<file path="config.mk">
export PLATFORM = sky130hd
export DESIGN_NAME = dbg_cmd_engine
export DESIGN_NICKNAME = d
export VERILOG_FILES = /design/src/rtl/dbg_pkg.sv /design/src/rtl/dbg_regfile.sv /design/src/rtl/dbg_blk_ptr.sv /design/src/rtl/dbg_rst_timer.sv /design/src/rtl/dbg_cmd_engine.sv
export SDC_FILE = /design/constraint.sdc
export NUM_CORES = 1
export LEC_CHECK = 0
export BUFFER_PORTS_ARGS = -buffer_cell sky130_fd_sc_hd__buf_2
export CORE_AREA = 2 2 378 380
export CTS_BUF_LIST = sky130_fd_sc_hd__clkbuf_8
export CTS_CLUSTER_SIZE = 30
export DETAILED_ROUTE_END_ITERATION = 6
export DIE_AREA = 0 0 380 382
export PLACE_DENSITY = 0.49
export REMOVE_ABC_BUFFERS = 1
export SLEW_MARGIN = 5
export SYNTH_ARGS = -nofsm -noshare
export SYNTH_HDL_FRONTEND = slang
export SYNTH_SLANG_ARGS = --single-unit
export TNS_END_PERCENT = 1
</file>
<file path="constraint.sdc">
create_clock -name clk -period 3.3 [get_ports clk]
set_input_delay 0.66 -clock clk [delete_from_list [all_inputs] [get_ports clk]]
set_output_delay 0.66 -clock clk [all_outputs]
set_load 0.02 [all_outputs]
</file>
<file path="src/rtl/dbg_pkg.sv">
package dbg_pkg;
  localparam logic [3:0] OP_NOP  = 4'd0;
  localparam logic [3:0] OP_RREG = 4'd1;
  localparam logic [3:0] OP_WREG = 4'd2;
  localparam logic [3:0] OP_RSYS = 4'd3;
  localparam logic [3:0] OP_WSYS = 4'd4;
  localparam logic [3:0] OP_MRD  = 4'd5;
  localparam logic [3:0] OP_MWR  = 4'd6;
  localparam logic [3:0] OP_DUMP = 4'd7;
  localparam logic [3:0] OP_FILL = 4'd8;
  localparam logic [3:0] OP_PRST = 4'd9;

  localparam logic [1:0] ST_OK   = 2'd0;
  localparam logic [1:0] ST_BERR = 2'd1;
  localparam logic [1:0] ST_ILL  = 2'd2;

  typedef enum logic [1:0] {S_IDLE, S_BUS, S_RST, S_RESP} eng_state_e;

  function automatic logic [2:0] size_bytes(input logic [1:0] sz);
    case (sz)
      2'd0:    size_bytes = 3'd1;
      2'd1:    size_bytes = 3'd2;
      default: size_bytes = 3'd4;
    endcase
  endfunction

  function automatic logic [31:0] size_mask(input logic [31:0] d, input logic [1:0] sz);
    case (sz)
      2'd0:    size_mask = {24'd0, d[7:0]};
      2'd1:    size_mask = {16'd0, d[15:0]};
      default: size_mask = d;
    endcase
  endfunction
endpackage

</file>
<file path="src/rtl/dbg_regfile.sv">
module dbg_regfile #(
  parameter int SELW = 4,
  parameter int DW   = 32,
  parameter int FCW  = 3
) (
  input  logic            clk,
  input  logic            rst_n,
  input  logic [SELW-1:0] sel,
  input  logic            gp_we,
  input  logic            sys_we,
  input  logic [DW-1:0]   wdata,
  output logic [DW-1:0]   gp_rdata,
  output logic [DW-1:0]   sys_rdata,
  output logic [FCW-1:0]  src_fc,
  output logic [FCW-1:0]  dst_fc
);
  localparam int NREG = 1 << SELW;

  logic [DW-1:0]  gp_q [NREG];
  logic [DW-1:0]  scr_q [2];
  logic [FCW-1:0] sfc_q, dfc_q;

  always_ff @(posedge clk or negedge rst_n) begin
    if (!rst_n) begin
      for (int i = 0; i < NREG; i++) gp_q[i] <= '0;
    end else if (gp_we) begin
      gp_q[sel] <= wdata;
    end
  end

  always_ff @(posedge clk or negedge rst_n) begin
    if (!rst_n) begin
      sfc_q    <= '0;
      dfc_q    <= '0;
      scr_q[0] <= '0;
      scr_q[1] <= '0;
    end else if (sys_we) begin
      case (sel[1:0])
        2'd0:    sfc_q    <= wdata[FCW-1:0];
        2'd1:    dfc_q    <= wdata[FCW-1:0];
        2'd2:    scr_q[0] <= wdata;
        default: scr_q[1] <= wdata;
      endcase
    end
  end

  always_comb begin
    gp_rdata = gp_q[sel];
    case (sel[1:0])
      2'd0:    sys_rdata = DW'(sfc_q);
      2'd1:    sys_rdata = DW'(dfc_q);
      2'd2:    sys_rdata = scr_q[0];
      default: sys_rdata = scr_q[1];
    endcase
  end

  assign src_fc = sfc_q;
  assign dst_fc = dfc_q;


  fc_hold_chk: assert property (@(posedge clk) disable iff (!rst_n)
    !sys_we |=> $stable(src_fc) && $stable(dst_fc));
endmodule

</file>
<file path="src/rtl/dbg_blk_ptr.sv">
module dbg_blk_ptr #(
  parameter int AW = 32
) (
  input  logic          clk,
  input  logic          rst_n,
  input  logic          load,
  input  logic [AW-1:0] load_val,
  output logic [AW-1:0] ptr,
  output logic          vld
);
  logic [AW-1:0] ptr_q;
  logic          vld_q;

  always_ff @(posedge clk or negedge rst_n) begin
    if (!rst_n) begin
      ptr_q <= '0;
      vld_q <= 1'b0;
    end else if (load) begin
      ptr_q <= load_val;
      vld_q <= 1'b1;
    end
  end

  assign ptr = ptr_q;
  assign vld = vld_q;


  vld_sticky_chk: assert property (@(posedge clk) disable iff (!rst_n)
    vld |=> vld);

  ptr_hold_chk: assert property (@(posedge clk) disable iff (!rst_n)
    !load |=> $stable(ptr));
endmodule

</file>
<file path="src/rtl/dbg_rst_timer.sv">
module dbg_rst_timer #(
  parameter int CYCLES = 512
) (
  input  logic clk,
  input  logic rst_n,
  input  logic start,
  output logic busy,
  output logic done
);
  localparam int CW = $clog2(CYCLES + 1);

  logic [CW-1:0] cnt_q, cnt_d;
  logic          busy_q, busy_d;

  always_comb begin
    cnt_d  = cnt_q;
    busy_d = busy_q;
    if (start) begin
      cnt_d  = CW'(CYCLES - 1);
      busy_d = 1'b1;
    end else if (busy_q) begin
      if (cnt_q == '0) busy_d = 1'b0;
      else             cnt_d  = cnt_q - 1'b1;
    end
  end

  always_ff @(posedge clk or negedge rst_n) begin
    if (!rst_n) begin
      cnt_q  <= '0;
      busy_q <= 1'b0;
    end else begin
      cnt_q  <= cnt_d;
      busy_q <= busy_d;
    end
  end

  assign busy = busy_q;
  assign done = busy_q && (cnt_q == '0);


  rst_load_chk: assert property (@(posedge clk) disable iff (!rst_n)
    start |=> busy && (cnt_q == CW'(CYCLES - 1)));

  rst_stay_chk: assert property (@(posedge clk) disable iff (!rst_n)
    busy && !done |=> busy);
endmodule

</file>
<file path="src/rtl/dbg_cmd_engine.sv">
module dbg_cmd_engine #(
  parameter int AW         = 32,
  parameter int DW         = 32,
  parameter int FCW        = 3,
  parameter int SELW       = 4,
  parameter int RST_CYCLES = 512
) (
  input  logic            clk,
  input  logic            rst_n,
  input  logic            cmd_valid,
  output logic            cmd_ready,
  input  logic [3:0]      cmd_op,
  input  logic [1:0]      cmd_size,
  input  logic [SELW-1:0] cmd_sel,
  input  logic [AW-1:0]   cmd_addr,
  input  logic [DW-1:0]   cmd_data,
  output logic            rsp_valid,
  input  logic            rsp_ready,
  output logic [1:0]      rsp_status,
  output logic [DW-1:0]   rsp_data,
  output logic            bus_req,
  output logic            bus_we,
  output logic [AW-1:0]   bus_addr,
  output logic [FCW-1:0]  bus_fc,
  output logic [1:0]      bus_size,
  output logic [DW-1:0]   bus_wdata,
  input  logic [DW-1:0]   bus_rdata,
  input  logic            bus_ack,
  input  logic            bus_err,
  output logic            periph_rst
);
  import dbg_pkg::*;

  eng_state_e     state_q, state_d;
  logic [AW-1:0]  addr_q, addr_d;
  logic           we_q, we_d;
  logic [FCW-1:0] fc_q, fc_d;
  logic [1:0]     size_q, size_d;
  logic [DW-1:0]  wdata_q, wdata_d;
  logic [1:0]     stat_q, stat_d;
  logic [DW-1:0]  rdat_q, rdat_d;

  logic           gp_we, sys_we, tmr_start, tmr_busy, tmr_done;
  logic [DW-1:0]  gp_rdata, sys_rdata;
  logic [FCW-1:0] src_fc, dst_fc;
  logic           rd_load, wr_load, rd_vld, wr_vld;
  logic [AW-1:0]  rd_ptr, wr_ptr, next_addr;
  logic           accept, size_ok;

  assign accept    = cmd_valid && cmd_ready;
  assign size_ok   = (cmd_size != 2'd3);
  assign next_addr = addr_q + AW'(size_bytes(size_q));

  dbg_regfile #(.SELW(SELW), .DW(DW), .FCW(FCW)) u_regs (
    .clk(clk), .rst_n(rst_n), .sel(cmd_sel), .gp_we(gp_we), .sys_we(sys_we),
    .wdata(cmd_data), .gp_rdata(gp_rdata), .sys_rdata(sys_rdata),
    .src_fc(src_fc), .dst_fc(dst_fc));

  dbg_blk_ptr #(.AW(AW)) u_rd_ptr (
    .clk(clk), .rst_n(rst_n), .load(rd_load), .load_val(next_addr),
    .ptr(rd_ptr), .vld(rd_vld));

  dbg_blk_ptr #(.AW(AW)) u_wr_ptr (
    .clk(clk), .rst_n(rst_n), .load(wr_load), .load_val(next_addr),
    .ptr(wr_ptr), .vld(wr_vld));

  dbg_rst_timer #(.CYCLES(RST_CYCLES)) u_timer (
    .clk(clk), .rst_n(rst_n), .start(tmr_start), .busy(tmr_busy), .done(tmr_done));

  always_comb begin
    state_d   = state_q;
    addr_d    = addr_q;
    we_d      = we_q;
    fc_d      = fc_q;
    size_d    = size_q;
    wdata_d   = wdata_q;
    stat_d    = stat_q;
    rdat_d    = rdat_q;
    gp_we     = 1'b0;
    sys_we    = 1'b0;
    tmr_start = 1'b0;
    rd_load   = 1'b0;
    wr_load   = 1'b0;
    case (state_q)
      S_IDLE: if (accept) begin
        state_d = S_RESP;
        stat_d  = ST_OK;
        rdat_d  = '0;
        size_d  = cmd_size;
        wdata_d = cmd_data;
        case (cmd_op)
          OP_NOP:  ;
          OP_RREG: rdat_d = gp_rdata;
          OP_WREG: gp_we  = 1'b1;
          OP_RSYS: rdat_d = sys_rdata;
          OP_WSYS: sys_we = 1'b1;
          OP_MRD, OP_DUMP: begin
            if (size_ok && (cmd_op == OP_MRD || rd_vld)) begin
              state_d = S_BUS;
              we_d    = 1'b0;
              fc_d    = src_fc;
              addr_d  = (cmd_op == OP_MRD) ? cmd_addr : rd_ptr;
            end else begin
              stat_d = ST_ILL;
            end
          end
          OP_MWR, OP_FILL: begin
            if (size_ok && (cmd_op == OP_MWR || wr_vld)) begin
              state_d = S_BUS;
              we_d    = 1'b1;
              fc_d    = dst_fc;
              addr_d  = (cmd_op == OP_MWR) ? cmd_addr : wr_ptr;
            end else begin
              stat_d = ST_ILL;
            end
          end
          OP_PRST: begin
            tmr_start = 1'b1;
            state_d   = S_RST;
          end
          default: stat_d = ST_ILL;
        endcase
      end
      S_BUS: begin
        if (bus_err) begin
          stat_d  = ST_BERR;
          rdat_d  = '0;
          state_d = S_RESP;
        end else if (bus_ack) begin
          stat_d  = ST_OK;
          rdat_d  = we_q ? '0 : size_mask(bus_rdata, size_q);
          rd_load = !we_q;
          wr_load = we_q;
          state_d = S_RESP;
        end
      end
      S_RST:  if (tmr_done) state_d = S_RESP;
      S_RESP: if (rsp_ready) state_d = S_IDLE;
      default: state_d = S_IDLE;
    endcase
  end

  always_ff @(posedge clk or negedge rst_n) begin
    if (!rst_n) begin
      state_q <= S_IDLE;
      addr_q  <= '0;
      we_q    <= 1'b0;
      fc_q    <= '0;
      size_q  <= '0;
      wdata_q <= '0;
      stat_q  <= ST_OK;
      rdat_q  <= '0;
    end else begin
      state_q <= state_d;
      addr_q  <= addr_d;
      we_q    <= we_d;
      fc_q    <= fc_d;
      size_q  <= size_d;
      wdata_q <= wdata_d;
      stat_q  <= stat_d;
      rdat_q  <= rdat_d;
    end
  end

  assign cmd_ready  = (state_q == S_IDLE);
  assign rsp_valid  = (state_q == S_RESP);
  assign rsp_status = stat_q;
  assign rsp_data   = rdat_q;
  assign bus_req    = (state_q == S_BUS);
  assign bus_we     = we_q;
  assign bus_addr   = addr_q;
  assign bus_fc     = fc_q;
  assign bus_size   = size_q;
  assign bus_wdata  = wdata_q;
  assign periph_rst = tmr_busy;


  idle_quiet_chk: assert property (@(posedge clk) disable iff (!rst_n)
    cmd_ready |-> !rsp_valid && !bus_req && !periph_rst);

  rsp_hold_chk: assert property (@(posedge clk) disable iff (!rst_n)
    rsp_valid && !rsp_ready |=> rsp_valid && $stable(rsp_data) && $stable(rsp_status));

  bus_hold_chk: assert property (@(posedge clk) disable iff (!rst_n)
    bus_req && !bus_ack && !bus_err |=> bus_req && $stable(bus_addr) && $stable(bus_we) && $stable(bus_fc));

  prst_busy_chk: assert property (@(posedge clk) disable iff (!rst_n)
    periph_rst |-> !cmd_ready && !bus_req);

  dump_early_chk: assert property (@(posedge clk) disable iff (!rst_n)
    accept && cmd_op == OP_DUMP && !rd_vld |=> !bus_req && rsp_valid && rsp_status == ST_ILL);

  berr_stat_chk: assert property (@(posedge clk) disable iff (!rst_n)
    bus_req && bus_err |=> rsp_valid && rsp_status == ST_BERR);
endmodule

</file>
==> results of run 1 <==
==> cell type report <==
cell class,count,area (um^2),area share (%)
diodes,3,7.51,0.0180
clock buffers,167,2300,5.50
clock inverters,83,599,1.43
inverters,49,184,0.440
multi-input cells,1525,14900,35.6
flip-flops and latches,765,19100,45.8
well taps,1890,2360,5.66
repair buffers,337,2340,5.59
==> cell families after synthesis <==
logic type      count (synthesis)  share of synthesized area [%]
compound gates                343                           6.75
xor+xnor                       38                          0.951
fa+ha+maj                      10                          0.379
buf+inv                       278                           3.37
flops                         765                           54.7
mux                           861                           29.6
simple gates                  273                           4.30
==> sequential cells by signal (all words and copies together) (netlist names) <==
| signal | flops |
|---|---|
| bus_addr | 32 |
| bus_fc | 3 |
| bus_size | 2 |
| bus_wdata | 32 |
| bus_we | 1 |
| rsp_data | 32 |
| rsp_status | 2 |
| state_q | 2 |
| u_rd_ptr.ptr | 32 |
| u_rd_ptr.vld | 1 |
| u_regs.dst_fc | 3 |
| u_regs.gp_q | 512 |
| u_regs.scr_q | 64 |
| u_regs.src_fc | 3 |
| u_timer.busy | 1 |
| u_timer.cnt_q | 10 |
| u_wr_ptr.ptr | 32 |
| u_wr_ptr.vld | 1 |
==> worst max-delay path, stage by stage, from the launching register on <==
cell and delay [ns]:
dfrtp_1 0.41, inv_1 0.11, ha_1 0.31, buf_4 0.27, buf_2 0.20
==> synth_stat cells (all sizes together) (3+ instances only) <==
| cell type | number | area [um^2] |
|---|---|---|
| a21oi | 65 | 325 |
| nand3 | 14 | 70.1 |
| nand2 | 93 | 352 |
| and4 | 4 | 35.0 |
| inv | 49 | 184 |
| o221ai | 23 | 201 |
| mux2i | 106 | 1060 |
| a221oi | 28 | 245 |
| a222oi | 7 | 70.1 |
| and2 | 6 | 37.5 |
| nor2 | 21 | 78.8 |
| xor2 | 16 | 140 |
| a21boi | 4 | 30.0 |
| ha | 9 | 113 |
| a22o | 30 | 263 |
| and3 | 30 | 188 |
| a2111oi | 16 | 184 |
| mux2 | 685 | 7710 |
| a31oi | 9 | 56.3 |
| nand3b | 4 | 30.0 |
| nor3 | 32 | 205 |
| o21ai | 78 | 390 |
| a22oi | 7 | 52.6 |
| buf | 128 | 618 |
| a211oi | 16 | 120 |
| o2bb2ai | 3 | 26.3 |
| xnor2 | 22 | 193 |
| nor4 | 12 | 113 |
| mux4 | 70 | 1580 |
| o22ai | 46 | 302 |
| nand4 | 12 | 90.1 |
| clkbuf | 101 | 379 |
| nand2b | 17 | 106 |
| dfrtp | 765 | 19100 |
| nor2b | 19 | 119 |
==> layer usage <==
| layer | up-vias | wire length (um) |
|---|---|---|
| met3 | 189 | 5850 |
| met1 | 11900 | 51700 |
| li1 | 9968 | - |
| met2 | 540 | 48900 |
| met5 | - | 29 |
| met4 | 4 | 2470 |
==> final timing paths <==
kind / start / end / slack (ns) / depth (start not counted)
min: cmd_size[1] / bus_size[1]$_DFFE_PN0P_ / 0.14 / 2
min reg2reg: u_regs.gp_q[350]$_DFFE_PN0P_ / u_regs.gp_q[350]$_DFFE_PN0P_ / 0.48 / 1
max in group asynchronous: rst_n / u_regs.gp_q[470]$_DFFE_PN0P_ / 1.90 / 3
min in group asynchronous: rst_n / bus_wdata[7]$_DFFE_PN0P_ / 0.44 / 2
max reg2reg: state_q[1]$_DFFE_PN0P_ / u_regs.gp_q[249]$_DFFE_PN0P_ / 0.59 / 8
max: state_q[1]$_DFFE_PN0P_ / bus_req / 0.51 / 4
==> repair_timing <==
action / in CTS / in global routing
hold endpoints to repair: 41 / 0
hold buffers: 6 / 0
buffers inserted: 0 / 0
==> through the flow <==
stage,setup TNS [ns],util [%]
floorplan,-290.49,-
global placement,0,27.6
detailed placement,0,27.6
CTS,0,29.7
global route,0,29.7
finish,0,29.7
==> power breakdown <==
part | internal, mW | total (mW) | leakage [nW] | switching (mW)
Combinational | 1.98 | 5.20 | 7.79 | 3.22
Sequential | 10.6 | 11.5 | 10.5 | 0.909
Clock | 5.11 | 9.44 | 1.65 | 4.32
==> placed cells by master (no fill, tap or decap), types with 25 or more instances in the layout <==
cell / instances
clkbuf_8: 168
buf_2: 216
a22o_1: 30
dfrtp_1: 765
a221oi_1: 28
buf_12: 25
and3_1: 30
mux2_2: 640
mux2_1: 45
a21oi_1: 65
mux2i_1: 106
nand2_1: 89
o21ai_0: 75
buf_4: 87
o22ai_1: 45
inv_1: 96
mux4_2: 70
==> flow_metrics.tcl, run 1 <==
set metrics [dict create \
    clock_latency_ns 0.86 \
    htreeDepth 4 \
    drive_gt1_share_pct 44.0 \
    slew_violations 0 \
    final.fill_count 14500 \
    clock-sinks 765 \
    numCtsBuffers 141 \
    fin_ws_ns 0.507 \
    required_ns 2.64 \
    rsz0062_at_grt "false" \
    power_density_nw_per_um2 624 \
    fin_crit_sh_pct 84.6 \
    synth_cell_types 63 \
    cts_tree "done" \
    clkTransAtPathRegs_ns 0.06 \
    totalWireLength_mm 109 \
    grt-ovfl-total 0 \
    grtUsageTotal_pct 14.9 \
    post-route-cell-area_um2 41800 \
    fp-row-count 138 \
    ys.flop_type "dfrtp_1" \
    period_needed_ns 2.79 \
    core_um2 141000 \
    grt_start_max_net_pins 90 \
    post_drt_via_cell_ratio 4.69 \
    grt_pass1_wl_mm 162 \
    dp_hpwl_mm 68.6 \
    max_freq_ghz 0.358 \
    cap_violations 0 \
    synth-seq-cells 765 \
    die_y_um 382 \
    post-place-ws_ns 0.255 \
    die-area_um2 145000 \
    routabilityCongestion 0.756 \
    async_flop_share_pct 100 \
    synth_cells 2568 \
    grt_util_met2_pct 23.1 \
    nets 2941 \
    vias 22600 \
    first_pass_iters 5 \
    drtIter0Drc 1308 \
    grt_antenna_before_repair 14 \
    cts_resized 0 \
    syn-cell-area_um2 35000 \
    synth-edff-count 0 \
    ioPinCount 220 \
    flow.area_growth_from_synthesis_pct 19.4 \
    start_kind "register" \
    yosysWarnings 0 \
    synth.avg_cell_area_um2 13.6 \
    hold_class "input pin to register" \
    finalSetupViolCount 0 \
    cp_max_fo 8 \
    port_buffers 219 \
    critPathKind "register to output port" \
    met3_usage_pct 3.39 \
    grt_use_met1_pct 20.8 \
    hold_violations 0 \
    final_cells 4819 \
    finClkSkew_ns 0.0379 \
    dp.cells 4560 \
    drc_errors 0 \
    status "complete, no violations" \
    die_w_um 380 \
    end_kind "output port" \
    power_mw 26.1 \
    slew_headroom_pct 33.2 \
    cp.arrival_ns 2.13 \
    grt_pass1_vias 23600 \
    ant_nets 0 \
    cts-root-buf "clkbuf_8" \
    start_util_pct 24.8 \
    top_usage_layer "met2" \
    routedWlPerCell_um 22.6 \
    dpl-instance-area_um2 38800 \
    vdd_drop_max_mv 0.343 \
    tightest_slew_ns 0.999 \
    p_leak_nw 19.9 \
    clockBufferDepth 3 \
    synth-seq-area-share_pct 54.7 \
    hold_slack_ns 0.143 \
]
Note: power is estimated with default switching activity, not from simulation.
==> run 2, diff against run 1 <==
clock period = 2.7 ns   (was 3.3 ns; I/O delays follow)
==> run 2 against run 1 <==
Net effect:
- non-clock buffer count grew 75
- die area did not move
- clock skew up 0.028 ns
- hold slack worse by 0.021 ns
- design area up 2.6%
- largest cell class unchanged
==> flow_metrics.tcl, run 2 (same netlist as run 1, synthesis figures left out) <==
set metrics [dict create \
    period_needed_ns 2.56 \
    slew_violations 0 \
    cap_violations 0 \
    hold_class "input pin to asynchronous set/reset pin" \
    grt_use_met1_pct 20.7 \
    grt_start_max_net_pins 84 \
    clock_latency_ns 0.87 \
    die_y_um 382 \
    rrSetupSlack_ns 0.14 \
    finClkSkew_ns 0.0657 \
    power_mw 32.4 \
    cp_top_family "compound AO/OA/AOI/OAI gates" \
    nets 3019 \
    routedWlPerCell_um 22.2 \
    port_buffers 219 \
    cp_cell_sequence "inv_1 -> ha_1 -> buf_4 -> nand2b_1 -> o221a_2 -> buf_12 -> nand2_1 -> o21ai_0 -> o221ai_1" \
    internal_power_mw 21.9 \
    ioPinCount 220 \
    switching_share_pct 32.3 \
    cts-root-buf "clkbuf_8" \
    seqPwrFrac_pct 43.3 \
    post_drt_via_cell_ratio 4.67 \
    die-area_um2 145000 \
    cpPeakStageDelay_ns 0.63 \
    required_ns 3.39 \
    clkTransAtPathRegs_ns 0.06 \
    dp_hpwl_mm 71.3 \
    p_leak_nw 20.4 \
    met3_usage_pct 3.70 \
    worstSetupStartpoint "state_q[0]$_DFFE_PN0P_" \
    r2r_start "state_q[0]$_DFFE_PN0P_" \
    hold_violations 0 \
    power_density_nw_per_um2 755 \
    clock-sinks 765 \
    ant_nets 0 \
    setup_tns_ns 0 \
    drive_gt1_share_pct 45.0 \
    slew_headroom_pct 52.8 \
    routabilityCongestion 0.768 \
    numCtsBuffers 144 \
    flow.area_growth_from_synthesis_pct 22.5 \
    post_cts_buffers 0 \
    largest_registers "u_regs.gp_q (512), u_regs.scr_q (64)" \
    grt_pass1_wl_mm 163 \
    cp.arrival_ns 3.24 \
    crit_buf_inv 3 \
    power.switching_mw 10.5 \
    drc_errors 0 \
    first_pass_iters 5 \
    grtUsageTotal_pct 15.0 \
    totalWireLength_mm 109 \
    drtIter0Drc 1310 \
    core_um2 141000 \
    largest_reg_flops 512 \
    start_util_pct 24.8 \
    htreeDepth 4 \
    grt-ovfl-total 0 \
    rsz0062_at_grt "false" \
    grt_antenna_before_repair 16 \
    final_cell_mix "765 x dfrtp_1, 640 x mux2_2, 216 x buf_2, 184 x clkbuf_8, 107 x buf_4" \
    grt_util_met2_pct 23.3 \
    largest_register "u_regs.gp_q" \
    combPwrFrac_pct 20.3 \
    final_common_cell "dfrtp_1" \
    vias 22800 \
    critPathKind "register to register" \
    fp-row-count 138 \
    tightest_slew_ns 0.690 \
    clockPowerShare_pct 36.4 \
    cts_tree "done" \
    start_kind "register" \
    top_usage_layer "met2" \
    die_w_um 380 \
    vdd_drop_max_mv 0.460 \
    max_freq_ghz 0.391 \
    end_kind "register" \
    clockBufferDepth 3 \
    finalSetupViolCount 0 \
    fin_crit_sh_pct 94.6 \
    critPathSlowestCell "o221a_2" \
    grt_pass1_vias 24000 \
    cp_max_fo 16 \
    status "complete, no violations" \
]
run 2: cell count changes in the layout (fill, tap and decap cells not counted), sizes merged, moves of 3 or more:
cell         before  now
clkinvlp          6    3
bufinv            6    3
inv             103   91
buf             330  378
dlygate4sd3       6   33
clkbuf          168  184
run 2: power by group through the flow:
stage	Sequential (mW)	Clock, mW	Combinational (mW)
5_1_grt	14.2	12.7	7.16
2_1_floorplan	14.7	0	2.73
3_3_place_gp	14.2	0	6.57
4_1_cts	14.0	12.2	6.68
6_report	14.0	11.8	6.58
3_5_place_dp	14.2	0	6.59
run 2: through the flow:
step	std cells	setup slack (ns)	utilization, %	hold WS, ns	instance area [um^2]
after floorplan	2339	-1.56	-	0.244	34000
after global placement	4608	-0.0327	28.1	0.425	39600
after detailed placement	4608	-0.129	28.1	0.422	39600
after CTS	4887	0.0628	30.4	0.00751	42900
after global routing	4889	0.0376	30.4	0.0646	42900
final	4891	0.145	30.4	0.122	42900
run 2: final timing paths:
kind,endpoint,cells past startpoint
min in group clk,bus_addr[9]$_DFFE_PN0P_,4
max in group asynchronous,u_regs.gp_q[433]$_DFFE_PN0P_,4
worst min-delay path,bus_wdata[0]$_DFFE_PN0P_,2
worst max-delay path,rsp_data[15]$_DFFE_PN0P_,9
worst max register to register,rsp_data[15]$_DFFE_PN0P_,9
worst min register to register,u_rd_ptr.ptr[1]$_DFFE_PN0P_,2
run 2: area by class of cell:
cell class	instances	area (um^2)
multi-input cells	1525	14900
inverters	49	184
clock buffers	183	2520
flip-flops and latches	765	19100
diodes	4	10.0
fillers	14400	98000
repair buffers	412	3320
clock inverters	63	464
well taps	1890	2360
run 2: routing by layer:
layer,part of all wire [%],vias up
li1,-,10100
met4,1.8,4
met5,0.023,-
met3,5.5,150
met2,45,555
met1,47,12000
run 2: repair_timing:
| action | CTS | global route |
|---|---|---|
| hold buffers | 33 | 0 |
| endpoints found under the hold margin | 426 | 0 |
| setup endpoints to repair | 1 | 2 |
| resized for setup | 2 | 1 |
==> run 3, diff against run 2 <==
PLACE_DENSITY = 0.51   (was 0.49)
clock period = 2.3 ns   (was 2.7 ns; I/O delays follow)
==> run 3 against run 2 <==
Net effect:
- register-to-register slack worse by 0.09 ns
- first-iteration DRC count is 7.7% lower
- setup slack worse by 0.085 ns
- design area is 2.0% higher
- clock power is 10% higher
- global-route usage is 0.12 points lower
- sequential share of layout area is 0.88 points lower
- largest cell class unchanged
- highest routed layer is now met4
==> flow_metrics.tcl, run 3 (same netlist as run 1, synthesis figures left out) <==
set metrics [dict create \
    die-area_um2 145000 \
    largest_register "u_regs.gp_q" \
    register_area_um2 19100 \
    flow.area_growth_from_synthesis_pct 25.0 \
    vias 23000 \
    clkTransAtPathRegs_ns 0.06 \
    hold_class "input pin to register" \
    dp_hpwl_mm 72.2 \
    rrSetupSlack_ns 0.06 \
    routabilityCongestion 0.794 \
    setup_tns_ns 0 \
    totalWireLength_mm 108 \
    hp-start "cmd_addr[5]" \
    finalSetupViolCount 0 \
    multi_input_comb_area_um2 15000 \
    dp.cells 4681 \
    p_leak_nw 20.9 \
    slew_headroom_pct 58.6 \
    grt_pass1_wl_mm 162 \
    fp-row-count 138 \
    cp.arrival_ns 2.92 \
    combPwrFrac_pct 21.9 \
    post-route-cell-area_um2 43800 \
    drtIter0Drc 1209 \
    post_drt_via_cell_ratio 4.64 \
    end_kind "register" \
    finClkSkew_ns 0.0585 \
    largest_reg_flops 512 \
    hold_path_end "bus_addr[5]$_DFFE_PN0P_" \
    cp_top_family "adder cells" \
    final_cell_mix "765 x dfrtp_1, 640 x mux2_2, 215 x buf_2, 165 x clkbuf_8, 151 x buf_4" \
    cts-root-buf "clkbuf_8" \
    clockPowerShare_pct 34.4 \
    status "complete, no violations" \
    drive_gt1_share_pct 46.3 \
    start_kind "register" \
    ant_nets 0 \
    period_needed_ns 2.24 \
    vdd_drop_max_mv 0.579 \
    cp_cell_sequence "nor2_2 -> ha_2 -> inv_2 -> fa_2 -> nor2b_2 -> o2111ai_1 -> buf_4 -> buf_4 -> nor3_4 -> xnor2_2 -> o21ai_1" \
    power.switching_mw 12.2 \
    port_buffers 219 \
    r2r_start "bus_size[1]$_DFFE_PN0P_" \
    drc_errors 0 \
    switching_share_pct 32.3 \
    die_w_um 380 \
    grtUsageTotal_pct 14.8 \
    rsz0062_at_grt "true" \
    ioPinCount 220 \
    grt_pass1_vias 24100 \
    r2r-end "u_wr_ptr.ptr[28]$_DFFE_PN0P_" \
    cpPeakStageDelay_ns 0.39 \
    power_mw 37.6 \
    post-place-ws_ns -0.354 \
    cp.depth 11 \
    final_cells 4969 \
    dpl-instance-area_um2 40400 \
    first_pass_iters 5 \
    tightest_slew_ns 0.605 \
    cap_violations 0 \
    cp_common_cell "buf_4" \
    power_density_nw_per_um2 860 \
    clockBufferDepth 3 \
    fin_crit_sh_pct 97.4 \
    max_freq_ghz 0.446 \
    clock-sinks 765 \
    clock_latency_ns 0.84 \
    largest_registers "u_regs.gp_q (512), u_regs.scr_q (64)" \
    nets 3097 \
    slew_violations 0 \
    critPathKind "register to register" \
    grt_start_max_net_pins 73 \
    internal_power_mw 25.5 \
    fin_ws_ns 0.0595 \
    hold_violations 0 \
    grt-ovfl-total 0 \
    start_util_pct 24.8 \
    die_y_um 382 \
    critPathSlowestCell "fa_2" \
    routedWlPerCell_um 21.8 \
    htreeDepth 4 \
    final_common_cell "dfrtp_1" \
    required_ns 2.98 \
    core_um2 141000 \
    crit_buf_inv 3 \
    worstSetupStartpoint "bus_size[1]$_DFFE_PN0P_" \
    cp_max_fo 6 \
    grt_antenna_before_repair 9 \
    hold_depth 4 \
    reg2reg_depth 11 \
    final.fill_count 14300 \
    cts_tree "done" \
    numCtsBuffers 142 \
    seqPwrFrac_pct 43.7 \
]
run 3: cell count changes in the layout (fill, tap and decap cells not counted), sizes merged:
cell,previous run,this run
buf,378,451
clkbuf,184,165
inv,91,105
dlygate4sd3,33,40
clkinvlp,3,8
clkinv,15,12
diode,4,5
run 3: final cells by class:
cell class                 count  share of cell area, %
multi-input combinational   1525                   34.3
timing repair buffer         492                   9.78
clock buffer                 164                   5.16
sequential                   765                   43.7
inverter                      49                  0.420
tap                         1890                   5.40
clock inverter                79                   1.14
antenna                        5                 0.0286
run 3: layer usage:
layer,wire (um),GRT usage (%)
met1,50300,20.5
met2,49700,23.3
met5,0,0
met4,2370,4.18
met3,5760,3.24
run 3: how the worst max path moves through the flow:
stage	end	slack, ns
finish	u_wr_ptr.ptr[28]$_DFFE_PN0P_	0.06
global route	u_rd_ptr.ptr[30]$_DFFE_PN0P_	-0.09
CTS	bus_req	-0.008
detailed placement	rsp_data[3]$_DFFE_PN0P_	-0.35
global placement	rsp_data[3]$_DFFE_PN0P_	-0.32
floorplan	u_regs.gp_q[352]$_DFFE_PN0P_	-1.96
run 3: metrics by stage:
step	util [%]	hold WS [ns]
floorplan	-	0.164
global placement	28.7	0.389
detailed placement	28.7	0.390
CTS	31.0	0.0000227
global route	31.1	0.0257
finish	31.1	0.0719
run 3: power groups by stage:
| stage | Sequential, mW | Combinational (mW) | Clock, mW |
|---|---|---|---|
| 2_1_floorplan | 17.2 | 3.21 | 0 |
| 3_3_place_gp | 16.6 | 8.13 | 0 |
| 3_5_place_dp | 16.6 | 8.19 | 0 |
| 4_1_cts | 16.4 | 8.32 | 13.4 |
| 5_1_grt | 16.7 | 8.97 | 14.1 |
| 6_report | 16.4 | 8.24 | 13.0 |
run 3: timing repair:
item / 4_1_cts / 5_1_grt
hold endpoints to repair: 595 / 0
pin swaps: 2 / 14
endpoints found under the setup margin: 29 / 183
hold buffers: 40 / 0
buffers inserted: 0 / 0
gates resized for setup: 13 / 38
run 3: worst min-delay path: stages:
cell,delay [ns]
buf_2,0.08
o22ai_1,0.05
a21oi_1,0.10
mux2_2,0.15
